`src/rtl/link_irq_pkg.sv`:
```
package link_irq_pkg;
  localparam int EW = 32;

  localparam int B_MASTER    = 31;
  localparam int B_VENDOR    = 30;
  localparam int B_SOFT      = 29;
  localparam int B_TARDY     = 27;
  localparam int B_FATAL     = 24;
  localparam int B_BUSRST    = 17;
  localparam int B_SID       = 16;
  localparam int B_SID2      = 15;
  localparam int B_ISO_SUM   = 7;

  // Positions that a plain strobe on evt_strobe may set.
  localparam logic [EW-1:0] DIRECT_MASK = 32'h06FF_0300;
  // Stored positions other than the per-context field.
  localparam logic [EW-1:0] FIXED_LATCHED = 32'h6FFF_8300;

  function automatic logic [EW-1:0] ctx_field(input int ac);
    ctx_field = (32'h1 << ac) - 32'h1;
  endfunction

  function automatic logic [EW-1:0] latched_mask(input int ac);
    latched_mask = FIXED_LATCHED | ctx_field(ac);
  endfunction

  function automatic logic [EW-1:0] readable_mask(input int ac);
    readable_mask = latched_mask(ac) | (32'h1 << B_ISO_SUM);
  endfunction

  function automatic logic [EW-1:0] mask_storage(input int ac);
    mask_storage = readable_mask(ac) | (32'h1 << B_MASTER);
  endfunction

  // Sticky update: set wins over clear.
  function automatic logic [EW-1:0] sticky_next(input logic [EW-1:0] cur,
                                                input logic [EW-1:0] setv,
                                                input logic [EW-1:0] clrv,
                                                input logic [EW-1:0] keep);
    sticky_next = ((cur & ~clrv) | setv) & keep;
  endfunction

  function automatic logic gated_hit(input logic [EW-1:0] ev,
                                     input logic [EW-1:0] msk);
    gated_hit = msk[B_MASTER] & (|(ev[EW-2:0] & msk[EW-2:0]));
  endfunction
endpackage

```
`src/rtl/irq_src_collect.sv`:
```
module irq_src_collect
  import link_irq_pkg::*;
#(
  parameter int AC = 4
) (
  input  logic [EW-1:0] evt_strobe,
  input  logic [AC-1:0] ctx_evt,
  input  logic [AC-1:0] ctx_dead,
  input  logic          tardy_en,
  input  logic          rx_fifo_pending,
  input  logic          phys_resp_busy,
  input  logic          tardy_ack_sent,
  input  logic [1:0]    gp_irq,
  input  logic [1:0]    gp_irq_en,
  input  logic          fatal_q,
  input  logic [AC-1:0] fatal_ctx_q,
  output logic [EW-1:0] hw_set,
  output logic [AC-1:0] ctx_blocked
);
  logic tardy_cond;
  logic vendor_cond;

  assign tardy_cond  = tardy_en & (rx_fifo_pending | phys_resp_busy | tardy_ack_sent);
  assign vendor_cond = |(gp_irq & gp_irq_en);

  for (genvar c = 0; c < AC; c++) begin : g_block
    assign ctx_blocked[c] = fatal_q & fatal_ctx_q[c];
  end

  always_comb begin
    hw_set           = evt_strobe & DIRECT_MASK;
    hw_set[B_VENDOR] = vendor_cond;
    hw_set[B_TARDY]  = tardy_cond;
    hw_set[B_FATAL]  = |ctx_dead;
    for (int c = 0; c < AC; c++) begin
      hw_set[c] = ctx_evt[c] & ~ctx_blocked[c];
    end
  end
endmodule

```
`src/rtl/irq_event_bank.sv`:
```
module irq_event_bank
  import link_irq_pkg::*;
#(
  parameter int AC = 4
) (
  input  logic          clk,
  input  logic          rst_n,
  input  logic [EW-1:0] hw_set,
  input  logic [EW-1:0] ev_set,
  input  logic [EW-1:0] ev_clr,
  input  logic [AC-1:0] ctx_dead,
  output logic [EW-1:0] ev_q,
  output logic [AC-1:0] fatal_ctx_q,
  output logic          busrst_rise
);
  localparam logic [EW-1:0] KEEP = latched_mask(AC);

  logic [EW-1:0] set_req;
  logic [EW-1:0] ev_d;
  logic [AC-1:0] fatal_ctx_d;

  always_comb begin
    set_req = (hw_set | ev_set) & KEEP;
    if (set_req[B_SID]) set_req[B_SID2] = 1'b1;
  end

  assign busrst_rise = set_req[B_BUSRST] & ~ev_q[B_BUSRST];

  always_comb begin
    ev_d = sticky_next(ev_q, set_req, ev_clr, KEEP);
    if (busrst_rise) ev_d[B_SID] = 1'b0;
    fatal_ctx_d = ev_d[B_FATAL] ? (fatal_ctx_q | ctx_dead) : '0;
  end

  always_ff @(posedge clk or negedge rst_n) begin
    if (!rst_n) begin
      ev_q        <= '0;
      fatal_ctx_q <= '0;
    end else begin
      ev_q        <= ev_d;
      fatal_ctx_q <= fatal_ctx_d;
    end
  end
endmodule

```
`src/rtl/iso_rx_summary.sv`:
```
module iso_rx_summary #(
  parameter int IC = 4
) (
  input  logic          clk,
  input  logic          rst_n,
  input  logic [IC-1:0] iso_rx_strobe,
  input  logic [IC-1:0] iso_ev_clr,
  input  logic          iso_mask_we,
  input  logic [IC-1:0] iso_mask_wdata,
  output logic [IC-1:0] iso_ev_q,
  output logic [IC-1:0] iso_mask_q,
  output logic          iso_hit
);
  always_ff @(posedge clk or negedge rst_n) begin
    if (!rst_n) begin
      iso_ev_q   <= '0;
      iso_mask_q <= '0;
    end else begin
      iso_ev_q <= (iso_ev_q & ~iso_ev_clr) | iso_rx_strobe;
      if (iso_mask_we) iso_mask_q <= iso_mask_wdata;
    end
  end

  assign iso_hit = |(iso_ev_q & iso_mask_q);
endmodule

```
`src/rtl/irq_mask_gate.sv`:
```
module irq_mask_gate
  import link_irq_pkg::*;
#(
  parameter int AC = 4
) (
  input  logic          clk,
  input  logic          rst_n,
  input  logic [EW-1:0] mask_set,
  input  logic [EW-1:0] mask_clr,
  input  logic [EW-1:0] ev_word,
  output logic [EW-1:0] mask_q,
  output logic          irq
);
  localparam logic [EW-1:0] KEEP = mask_storage(AC);

  always_ff @(posedge clk or negedge rst_n) begin
    if (!rst_n) mask_q <= '0;
    else        mask_q <= sticky_next(mask_q, mask_set, mask_clr, KEEP);
  end

  assign irq = gated_hit(ev_word, mask_q);
endmodule

```
`src/rtl/link_irq_event_reg.sv`:
```
module link_irq_event_reg
  import link_irq_pkg::*;
#(
  parameter int AC = 4,
  parameter int IC = 4
) (
  input  logic          clk,
  input  logic          rst_n,
  input  logic [31:0]   evt_strobe,
  input  logic [AC-1:0] ctx_evt,
  input  logic [AC-1:0] ctx_dead,
  input  logic          tardy_en,
  input  logic          rx_fifo_pending,
  input  logic          phys_resp_busy,
  input  logic          tardy_ack_sent,
  input  logic [1:0]    gp_irq,
  input  logic [1:0]    gp_irq_en,
  input  logic [IC-1:0] iso_rx_strobe,
  input  logic [IC-1:0] iso_ev_clr,
  input  logic          iso_mask_we,
  input  logic [IC-1:0] iso_mask_wdata,
  input  logic [31:0]   ev_set,
  input  logic [31:0]   ev_clr,
  input  logic [31:0]   mask_set,
  input  logic [31:0]   mask_clr,
  output logic [31:0]   ev_rd,
  output logic [31:0]   mask_rd,
  output logic [IC-1:0] iso_ev_rd,
  output logic [IC-1:0] iso_mask_rd,
  output logic          irq
);
  logic [EW-1:0] hw_set;
  logic [EW-1:0] ev_q;
  logic [AC-1:0] fatal_ctx_q;
  logic [AC-1:0] ctx_blocked;
  logic          busrst_rise;
  logic          iso_hit;

  irq_src_collect #(.AC(AC)) u_src (
    .evt_strobe      (evt_strobe),
    .ctx_evt         (ctx_evt),
    .ctx_dead        (ctx_dead),
    .tardy_en        (tardy_en),
    .rx_fifo_pending (rx_fifo_pending),
    .phys_resp_busy  (phys_resp_busy),
    .tardy_ack_sent  (tardy_ack_sent),
    .gp_irq          (gp_irq),
    .gp_irq_en       (gp_irq_en),
    .fatal_q         (ev_q[B_FATAL]),
    .fatal_ctx_q     (fatal_ctx_q),
    .hw_set          (hw_set),
    .ctx_blocked     (ctx_blocked)
  );

  irq_event_bank #(.AC(AC)) u_bank (
    .clk         (clk),
    .rst_n       (rst_n),
    .hw_set      (hw_set),
    .ev_set      (ev_set),
    .ev_clr      (ev_clr),
    .ctx_dead    (ctx_dead),
    .ev_q        (ev_q),
    .fatal_ctx_q (fatal_ctx_q),
    .busrst_rise (busrst_rise)
  );

  iso_rx_summary #(.IC(IC)) u_iso (
    .clk            (clk),
    .rst_n          (rst_n),
    .iso_rx_strobe  (iso_rx_strobe),
    .iso_ev_clr     (iso_ev_clr),
    .iso_mask_we    (iso_mask_we),
    .iso_mask_wdata (iso_mask_wdata),
    .iso_ev_q       (iso_ev_rd),
    .iso_mask_q     (iso_mask_rd),
    .iso_hit        (iso_hit)
  );

  assign ev_rd = ev_q | ({{(EW-1){1'b0}}, iso_hit} << B_ISO_SUM);

  irq_mask_gate #(.AC(AC)) u_mask (
    .clk      (clk),
    .rst_n    (rst_n),
    .mask_set (mask_set),
    .mask_clr (mask_clr),
    .ev_word  (ev_rd),
    .mask_q   (mask_rd),
    .irq      (irq)
  );
endmodule

```
`config.mk`:
```
export PLATFORM = sky130hd
export DESIGN_NAME = link_irq_event_reg
export DESIGN_NICKNAME = d
export VERILOG_FILES = /design/src/rtl/link_irq_pkg.sv /design/src/rtl/irq_src_collect.sv /design/src/rtl/irq_event_bank.sv /design/src/rtl/iso_rx_summary.sv /design/src/rtl/irq_mask_gate.sv /design/src/rtl/link_irq_event_reg.sv
export SDC_FILE = /design/constraint.sdc
export NUM_CORES = 1
export LEC_CHECK = 0
export BUFFER_PORTS_ARGS = -buffer_cell sky130_fd_sc_hd__buf_2
export CORE_AREA = 4 4 100 102
export CTS_BUF_LIST = sky130_fd_sc_hd__clkbuf_2
export DETAILED_ROUTE_END_ITERATION = 16
export DIE_AREA = 0 0 104 106
export PLACE_DENSITY = 0.74
export RECOVER_POWER = 100
export SYNTH_ARGS = -nofsm -noshare
export SYNTH_HDL_FRONTEND = slang
export SYNTH_HIERARCHICAL = 1
export SYNTH_SLANG_ARGS = --single-unit
```
`constraint.sdc`:
```
create_clock -name clk -period 3.2 [get_ports clk]
set_input_delay 0.16 -clock clk [delete_from_list [all_inputs] [get_ports clk]]
set_output_delay 0.16 -clock clk [all_outputs]
set_load 0.02 [all_outputs]
```
==> results.toml, run 1 <==
[outcome]
lastStage = "clock tree synthesis"
stop_error = "[ERROR RSZ-0060] Max buffer count reached."
status = "stopped before the end"

[floorplanning]
die_h_microns = 106
start_util_pct = 28.0
die_w_microns = 104
num_rows = 35
pin_count = 264

[clock_tree]
post_cts_buffers = 0
numCtsBuffers = 5
cts-root-buf = "clkbuf_2"
cts_resized = 0
clk_path_buf_depth = 2
cts_max_level = 2
ctsHoldBuffers = 109

[synth]
syn_area_sq_um = 2550
syn_inst = 251
synth.avg_cell_area_sq_um = 10.2
yosysWarningCount = 6

[placed_design]
gp_congestion = 0.769
io_buffers = 184
hpwlAfterDp_mm = 5.88
stage by stage:
stage | setup slack [ps] | area, sq um | utilization, % | std cells | hold WS [ps]
after detailed placement | 1210 | 3420 | 37.6 | 530 | 344
after global placement | 1240 | 3420 | 37.6 | 530 | 331
after floorplan | 1370 | 2630 | - | 270 | -136
==> run 2, diff against run 1 <==
- CORE_AREA: 4 4 100 102 -> not set
- CORE_MARGIN: not set -> 4
- CORE_UTILIZATION: not set -> 30
- CTS_BUF_LIST: sky130_fd_sc_hd__clkbuf_2 -> not set
- DIE_AREA: 0 0 104 106 -> not set
- PLACE_DENSITY: 0.74 -> not set
- PLACE_DENSITY_LB_ADDON: not set -> 0.15
==> results.toml, run 2 <==
[outcome]
status = "finished with violations"
violations = "max-capacitance violations, max-slew violations"

[critical_path]
rr_endpoint = "u_bank/ev_q[0]"
cp.depth = 7
endpoint_kind = "output port"
critPathBufInv = 1
crit_arrival_ps = 2090
critical_path_required_ps = 3040
worstSetupStartpoint = "u_iso/iso_mask_q[2]"
path_class = "register to output port"
cpMostUsedCell = "a22oi_1"
slowest_delay_ps = 410
reg2regPathDepth = 3
r2r-start = "u_bank/ev_q[24]"
path_cells = "a22oi_1, nand2_1, or2_1, a22oi_1, nand3_1, o31a_1, clkbuf_1"
cp_top_family = "compound AO/OA/AOI/OAI gates"
endpoint = "irq"
timing.critical_path.from_type = "register"
worst_path_max_delay_cell = "dfrtp_1"
r2r_slack_ps = 2170
path_max_fanout = 3

[clock_tree]
insertion_delay_ps = 300
post_cts_buffers = 0
cts-root-buf = "clkbuf_8"
numCtsBuffers = 5
cts_tree = "done"
cts.sinks = 56
clk_path_buf_depth = 2
clk_pin_slew_ps = 110
cts_resized = 0
cts_max_level = 2

[floorplanning]
die_h_microns = 100
pin_count = 264
start_util_pct = 30.9
die_area_sq_um = 10100
core_sq_um = 8260
die_w_microns = 100
num_rows = 33

[synth]
yosysWarningCount = 6
syn_area_sq_um = 2550
synth.avg_cell_area_sq_um = 10.2
syn_inst = 251

[sta]
timing.fmax_mhz = 444
finalHoldViolCount = 0
slew_violations = 27
fin_worst_skew_ps = 9.14
setup_viol_count_final = 0
final.setup.tns_ps = 0
fin_crit_sh_pct = 70.3
timing.hold.ws_ps = 15.6
worstMarginPinSlew_ps = 1510
rsz0062_at_grt = "false"
max_slew_margin_pct = -0.413
min_period_ps = 2250
fin_ws_ps = 950

[detailed_routing]
wl_per_cell_microns = 12.5
postRouteAntennaNets = 0
drt_iter0_drc = 27
vias = 2196
via_per_inst = 4.09
routed_wirelength_mm = 6.70
drc = 0
firstDrtPassIters = 2

[pwr]
p_comb_share_pct = 18.9
power.total_w = 0.00146
power_density_nw_per_um2 = 418
ir_worst_vdd_uv = 184
clockPowerShare_pct = 27.1
p_int_w = 0.00102
power_leakage_nw = 1.91
seq_power_share_pct = 54.0
p_sw_share_pct = 29.8
p_switching_w = 0.000434

[global_routing]
grt_pass1_vias = 2172
grt_max_degree = 31
grt_pass1_wl_mm = 10.1
grtUsageTotal_pct = 12.7
antenna_found_initial = 0
grt-ovfl-total = 0

[final_layout]
largest_reg_flops = 23
final_cell_mix = "buf_2 (129), dfrtp_1 (56), clkbuf_1 (55)"
finish.net_count = 622
syn_to_final_growth_pct = 36.5
top_register = "u_mask/mask_q"
insertedDiodeCount = 0
layout_commonest_cell = "buf_2"
stdcell_area_sq_um = 3490
reg.largest.list = "u_mask/mask_q: 23 flops, u_bank/ev_q: 21 flops"
drive_gt1_share_pct = 32.6

[placed_design]
io_buffers = 184
gp_congestion = 0.716
dp_worst_setup_slack_ps = 1290
hpwlAfterDp_mm = 5.55
placement.cell_area_sq_um = 3420

[job]
cap_violations = 1

[worst_hold_path]
holdCritPathClass = "input port to register"
run 2: stage by stage:
stage | std cells | util [%]
floorplan | 270 | -
global placement | 524 | 41.4
detailed placement | 524 | 41.4
CTS | 536 | 43.0
global route | 537 | 42.2
finish | 537 | 42.2
run 2: final cells by class:
| cell class | count | area [sq um] |
|---|---|---|
| Clock buffer | 5 | 68.8 |
| Clock inverter | 3 | 23.8 |
| Fill cell | 881 | 4770 |
| Inverter | 46 | 173 |
| Multi-Input combinational cell | 132 | 782 |
| Sequential cell | 56 | 1400 |
| Tap cell | 105 | 131 |
| Timing Repair Buffer | 190 | 907 |
run 2: timing repair:
item	in CTS	in global routing
hold buffers	4	1
hold endpoints to repair	29	1
setup endpoints to repair	0	0
run 2: power by group through the flow:
stage	registers, W	clock network, W	logic [W]
4_1_cts	0.000786	0.000420	0.000293
2_1_floorplan	0.000847	0	0.000117
6_report	0.000786	0.000395	0.000276
5_1_grt	0.000793	0.000447	0.000307
3_5_place_dp	0.000800	0	0.000288
3_3_place_gp	0.000799	0	0.000285
run 2: routing by layer:
layer	track usage (%)	wire, microns	vias to the layer above
li1	-	-	1111
met1	16.1	2710	955
met2	21.2	3190	124
met3	3.54	736	6
met4	3.42	68	0
met5	0	0	-
run 2: worst min path at each step:
stage / from / cells after the start / end
2_1_floorplan: rst_n / 0 / u_bank/ev_q[0]
3_3_place_gp: rst_n / 1 / u_iso/iso_mask_q[3]
3_5_place_dp: rst_n / 1 / u_iso/iso_mask_q[3]
4_1_cts: ev_clr[30] / 2 / u_bank/ev_q[30]
5_1_grt: ev_clr[30] / 2 / u_bank/ev_q[30]
6_report: ev_clr[30] / 2 / u_bank/ev_q[30]
Note: power is estimated with default switching activity, not from simulation.
==> run 3, diff against run 2 <==
- ABC_AREA: not set -> 1
- clock period: 3.2 -> 2.4 ns (I/O delays scaled with it)
==> results.toml, run 3 <==
[clock_tree]
cts.sinks = 56
numCtsBuffers = 5
post_cts_buffers = 0
cts_tree = "done"
clk_pin_slew_ps = 100
cts_resized = 0
ctsHoldBuffers = 41
insertion_delay_ps = 300
cts-root-buf = "clkbuf_8"
cts_max_level = 2
clk_path_buf_depth = 2

[floorplanning]
die_w_microns = 103
pin_count = 264
die_h_microns = 103
start_util_pct = 30.8
die_area_sq_um = 10500
num_rows = 34
core_sq_um = 8720

[synth]
synth.avg_cell_area_sq_um = 8.47
syn_inst = 317
syn_area_sq_um = 2680
yosysWarningCount = 6

[sta]
timing.fmax_mhz = 561
max_slew_margin_pct = 4.04
slew_violations = 0
worstMarginPinSlew_ps = 1440
fin_crit_sh_pct = 74.3
fin_worst_skew_ps = 1.88
rsz0062_at_grt = "false"
setup_viol_count_final = 0
min_period_ps = 1780
finalHoldViolCount = 0
final.setup.tns_ps = 0

[critical_path]
crit_arrival_ps = 1660
timing.critical_path.from_type = "register"
path_max_fanout = 3
r2r_slack_ps = 1210
path_class = "register to output port"
worstSetupStartpoint = "u_iso/iso_mask_q[0]"
r2r-start = "u_bank/ev_q[25]"
endpoint_kind = "output port"
critical_path_required_ps = 2280

[pwr]
power.total_w = 0.00202
power_density_nw_per_um2 = 502
ir_worst_vdd_uv = 257
power_leakage_nw = 2.29

[detailed_routing]
firstDrtPassIters = 4
postRouteAntennaNets = 0
drt_iter0_drc = 41
routed_wirelength_mm = 7.40
drc = 0
via_per_inst = 3.94
wl_per_cell_microns = 11.4
vias = 2550

[global_routing]
antenna_found_initial = 0
grtUsageTotal_pct = 13.2
grt_pass1_wl_mm = 10.9
grt_max_degree = 27
grt_pass1_vias = 2420
grt-ovfl-total = 0

[job]
cap_violations = 0

[final_layout]
final_cell_mix = "buf_2 (128), inv_1 (65), nand2_1 (56), dfrtp_1 (56), clkbuf_1 (55)"
insertedDiodeCount = 0
stdcell_area_sq_um = 4030
layout_commonest_cell = "buf_2"
finish.net_count = 729
largest_reg_flops = 23
reg.largest.list = "u_mask/mask_q: 23 flops, u_bank/ev_q: 21 flops"
fillerInstances = 913
top_register = "u_mask/mask_q"
fin_cells = 647
drive_gt1_share_pct = 26.9
syn_to_final_growth_pct = 50.0

[worst_hold_path]
holdCritPathClass = "input port to register"
hp-start = "iso_rx_strobe[2]"

[placed_design]
placement.cell_area_sq_um = 3560
gp_congestion = 0.780
hpwlAfterDp_mm = 5.87
io_buffers = 184
placed_cells = 594

[outcome]
status = "finished clean"
-- run 3: final cells by class --
type,instances,area (sq um),share of cell area (%)
clock buffers,6,82.6,2.05
clock inverters,2,10.0,0.249
inverters,69,259,6.43
multi-input cells,175,822,20.4
flip-flops and latches,56,1400,34.8
well taps,108,135,3.36
repair buffers,231,1320,32.7
-- run 3: power breakdown --
group / switching, W / internal, W / total, W
logic: 0.000246 / 0.000198 / 0.000443
registers: 0.0000445 / 0.000999 / 0.00104
clock network: 0.000300 / 0.000231 / 0.000532
total: 0.000591 / 0.00143 / 0.00202
-- run 3: stage by stage --
step           util [%]  setup slack (ps)  hold WS (ps)
3_3_place_gp       40.8               979           164
3_5_place_dp       40.8               971           169
2_1_floorplan         -               831          -176
4_1_cts            46.5               613         0.287
6_report           46.2               617          6.23
5_1_grt            46.2               292          1.36
-- run 3: path summary, 6_finish.rpt --
path,to,depth (start not counted)
min in group asynchronous,u_mask/mask_q[18],2
worst max register to register,u_bank/ev_q[25],3
max in group asynchronous,u_mask/mask_q[0],3
worst min register to register,u_bank/fatal_ctx_q[2],2
worst min-delay path,u_iso/iso_ev_q[2],2
worst max-delay path,irq,13
-- run 3: worst max-delay path: stages (launching register included) --
cell and delay, ps:
dfrtp_1 410, nand2_1 70, nand2_1 50, inv_1 50, nand2_1 50, inv_1 40
nand2_1 50, nand2_1 60, nand2_1 50, nor2_1 80, nand2_1 70, nor2_1 120
a21oi_1 70, clkbuf_1 180
-- run 3: per-layer routing --
layer | GRT usage, % | routed length, microns
met5 | 0 | 0
met4 | 4.74 | 123
met3 | 2.71 | 581
met2 | 23.5 | 3740
met1 | 15.7 | 2950
==> run 4, diff against run 3 <==
- ABC_AREA: 1 -> 0
- clock period: 2.4 -> 1.7 ns (I/O delays scaled with it)
==> results.toml, run 4 (synthesized netlist as in run 2, its figures left out) <==
[outcome]
status = "finished with violations"
violations = "negative setup slack"

[final_layout]
largest_reg_flops = 23
insertedDiodeCount = 0
top_register = "u_mask/mask_q"
drive_gt1_share_pct = 30.1
fillerInstances = 800
reg.largest.list = "u_mask/mask_q: 23 flops, u_bank/ev_q: 21 flops"
final_cell_mix = "buf_2 (128), dlygate4sd3_1 (67), dfrtp_1 (56)"
syn_to_final_growth_pct = 65.3
finish.net_count = 692
layout_commonest_cell = "buf_2"

[pwr]
p_int_w = 0.00227
p_comb_share_pct = 21.6
power_leakage_nw = 2.19
seq_power_share_pct = 48.1
power_density_nw_per_um2 = 726
ir_worst_vdd_uv = 302
clockPowerShare_pct = 30.3
p_switching_w = 0.000801
power.total_w = 0.00307
p_sw_share_pct = 26.1

[global_routing]
antenna_found_initial = 0
grtUsageTotal_pct = 14.2
grt_max_degree = 36
grt_pass1_vias = 2649
grt-ovfl-total = 0
grt_pass1_wl_mm = 11.6

[detailed_routing]
via_per_inst = 4.10
postRouteAntennaNets = 0
drt_iter0_drc = 16
wl_per_cell_microns = 11.9
firstDrtPassIters = 4
vias = 2491
routed_wirelength_mm = 7.24
drc = 0

[sta]
timing.fmax_mhz = 511
fin_crit_sh_pct = 115
setup_viol_count_final = 1
timing.hold.ws_ps = 10.5
finalHoldViolCount = 0
worstMarginPinSlew_ps = 1190
fin_ws_ps = -256
rsz0062_at_grt = "true"
max_slew_margin_pct = 20.6
slew_violations = 0
min_period_ps = 1960
fin_worst_skew_ps = 1.96

[floorplanning]
die_w_microns = 100
num_rows = 33
core_sq_um = 8260
die_area_sq_um = 10100
start_util_pct = 30.9
die_h_microns = 100
pin_count = 264

[critical_path]
path_max_fanout = 2
path_class = "register to output port"
crit_arrival_ps = 1870
cpMostUsedCell = "a22oi_2"
cp_top_family = "compound AO/OA/AOI/OAI gates"
critical_path_required_ps = 1620
slowest_delay_ps = 410
endpoint_kind = "output port"
path_cells = "a22oi_2, nand2_1, or2_1, a22oi_2, nand3_2, o31a_1, buf_6"
worst_path_max_delay_cell = "dfrtp_1"
timing.critical_path.from_type = "register"
critPathBufInv = 1

[clock_tree]
insertion_delay_ps = 300
cts-root-buf = "clkbuf_8"
cts_max_level = 2
clk_pin_slew_ps = 100
cts.sinks = 56
numCtsBuffers = 5
cts_tree = "done"
clk_path_buf_depth = 2

[placed_design]
gp_congestion = 0.714
hpwlAfterDp_mm = 5.44
io_buffers = 184

[worst_hold_path]
holdCritPathClass = "input port to register"

[job]
cap_violations = 0
[run 4: changes by cell type in the layout (fill, tap and decap cells not counted), moves of 3 or more]
cell           delta
nor2_2            -4
clkbuf_4          +5
o21ai_0           -3
a21boi_0          +4
dlygate4sd3_1    +22
a22o_1            +3
mux2_1            +4
a22oi_1           +7
o21bai_1         -27
clkinv_1          -4
inv_1            -19
nand2_1          -54
a21o_1           +27
nor2_1            -9
[run 4: per-stage QoR]
step	std cells	util (%)	TNS, ps	cell area [sq um]	setup slack (ps)
after global placement	531	42.2	-61.9	3480	-61.9
after floorplan	270	-	0	2630	1.30
final	607	51.2	-256	4220	-256
after global routing	607	51.2	-4970	4220	-358
after detailed placement	531	42.2	-68.2	3480	-68.2
after CTS	606	52.1	-317	4300	-317
[run 4: final cells by class]
cell class                 count  area [sq um]  share of cell area, %
sequential                    56          1400                   33.2
clock buffer                   7          96.3                   2.28
multi-input combinational    132           793                   18.8
clock inverter                 1          30.0                  0.711
inverter                      46           173                   4.09
tap                          105           131                   3.11
timing repair buffer         260          1600                   37.9
[run 4: final timing paths]
kind	from	endpoint	slack (ps)	cells past startpoint
min reg2reg	u_mask/mask_q[16]	u_mask/mask_q[16]	510	1
max in group asynchronous	rst_n	u_bank/ev_q[16]	160	3
min in group asynchronous	rst_n	u_mask/mask_q[7]	540	2
max	u_iso/iso_ev_q[0]	irq	-260	7
min	iso_mask_wdata[2]	u_iso/iso_mask_q[2]	10	2
max reg2reg	u_bank/ev_q[24]	u_bank/ev_q[3]	110	4
[run 4: repair_timing]
item,4_1_cts,5_1_grt
hold buffers,67,0
endpoints found under the hold margin,70,0
pin swaps,3,0
endpoints found under the setup margin,1,2
resized for setup,5,1
setup buffers,0,1
[run 4: power groups by stage]
stage	combinational, W	clock, W	sequential, W
2_1_floorplan	0.000220	0	0.00159
3_3_place_gp	0.000563	0	0.00150
3_5_place_dp	0.000568	0	0.00150
4_1_cts	0.000693	0.000975	0.00148
5_1_grt	0.000730	0.00101	0.00149
6_report	0.000662	0.000929	0.00148
[run 4: routing by layer]
metal | track usage [%] | share of wire [%] | vias to the layer above
met5 | 0 | 0 | -
met4 | 4.35 | 1.4 | 0
met3 | 3.06 | 8.7 | 6
met2 | 25.6 | 51 | 115
met1 | 16.7 | 39 | 1114
li1 | - | - | 1256
[run 4: worst register-to-register path, stage by stage, from the launching register on]
cell,delay [ps]
dfrtp_1,580
a21boi_0,160
nor2_1,110
o21ai_0,80
dlygate4sd3_1,550
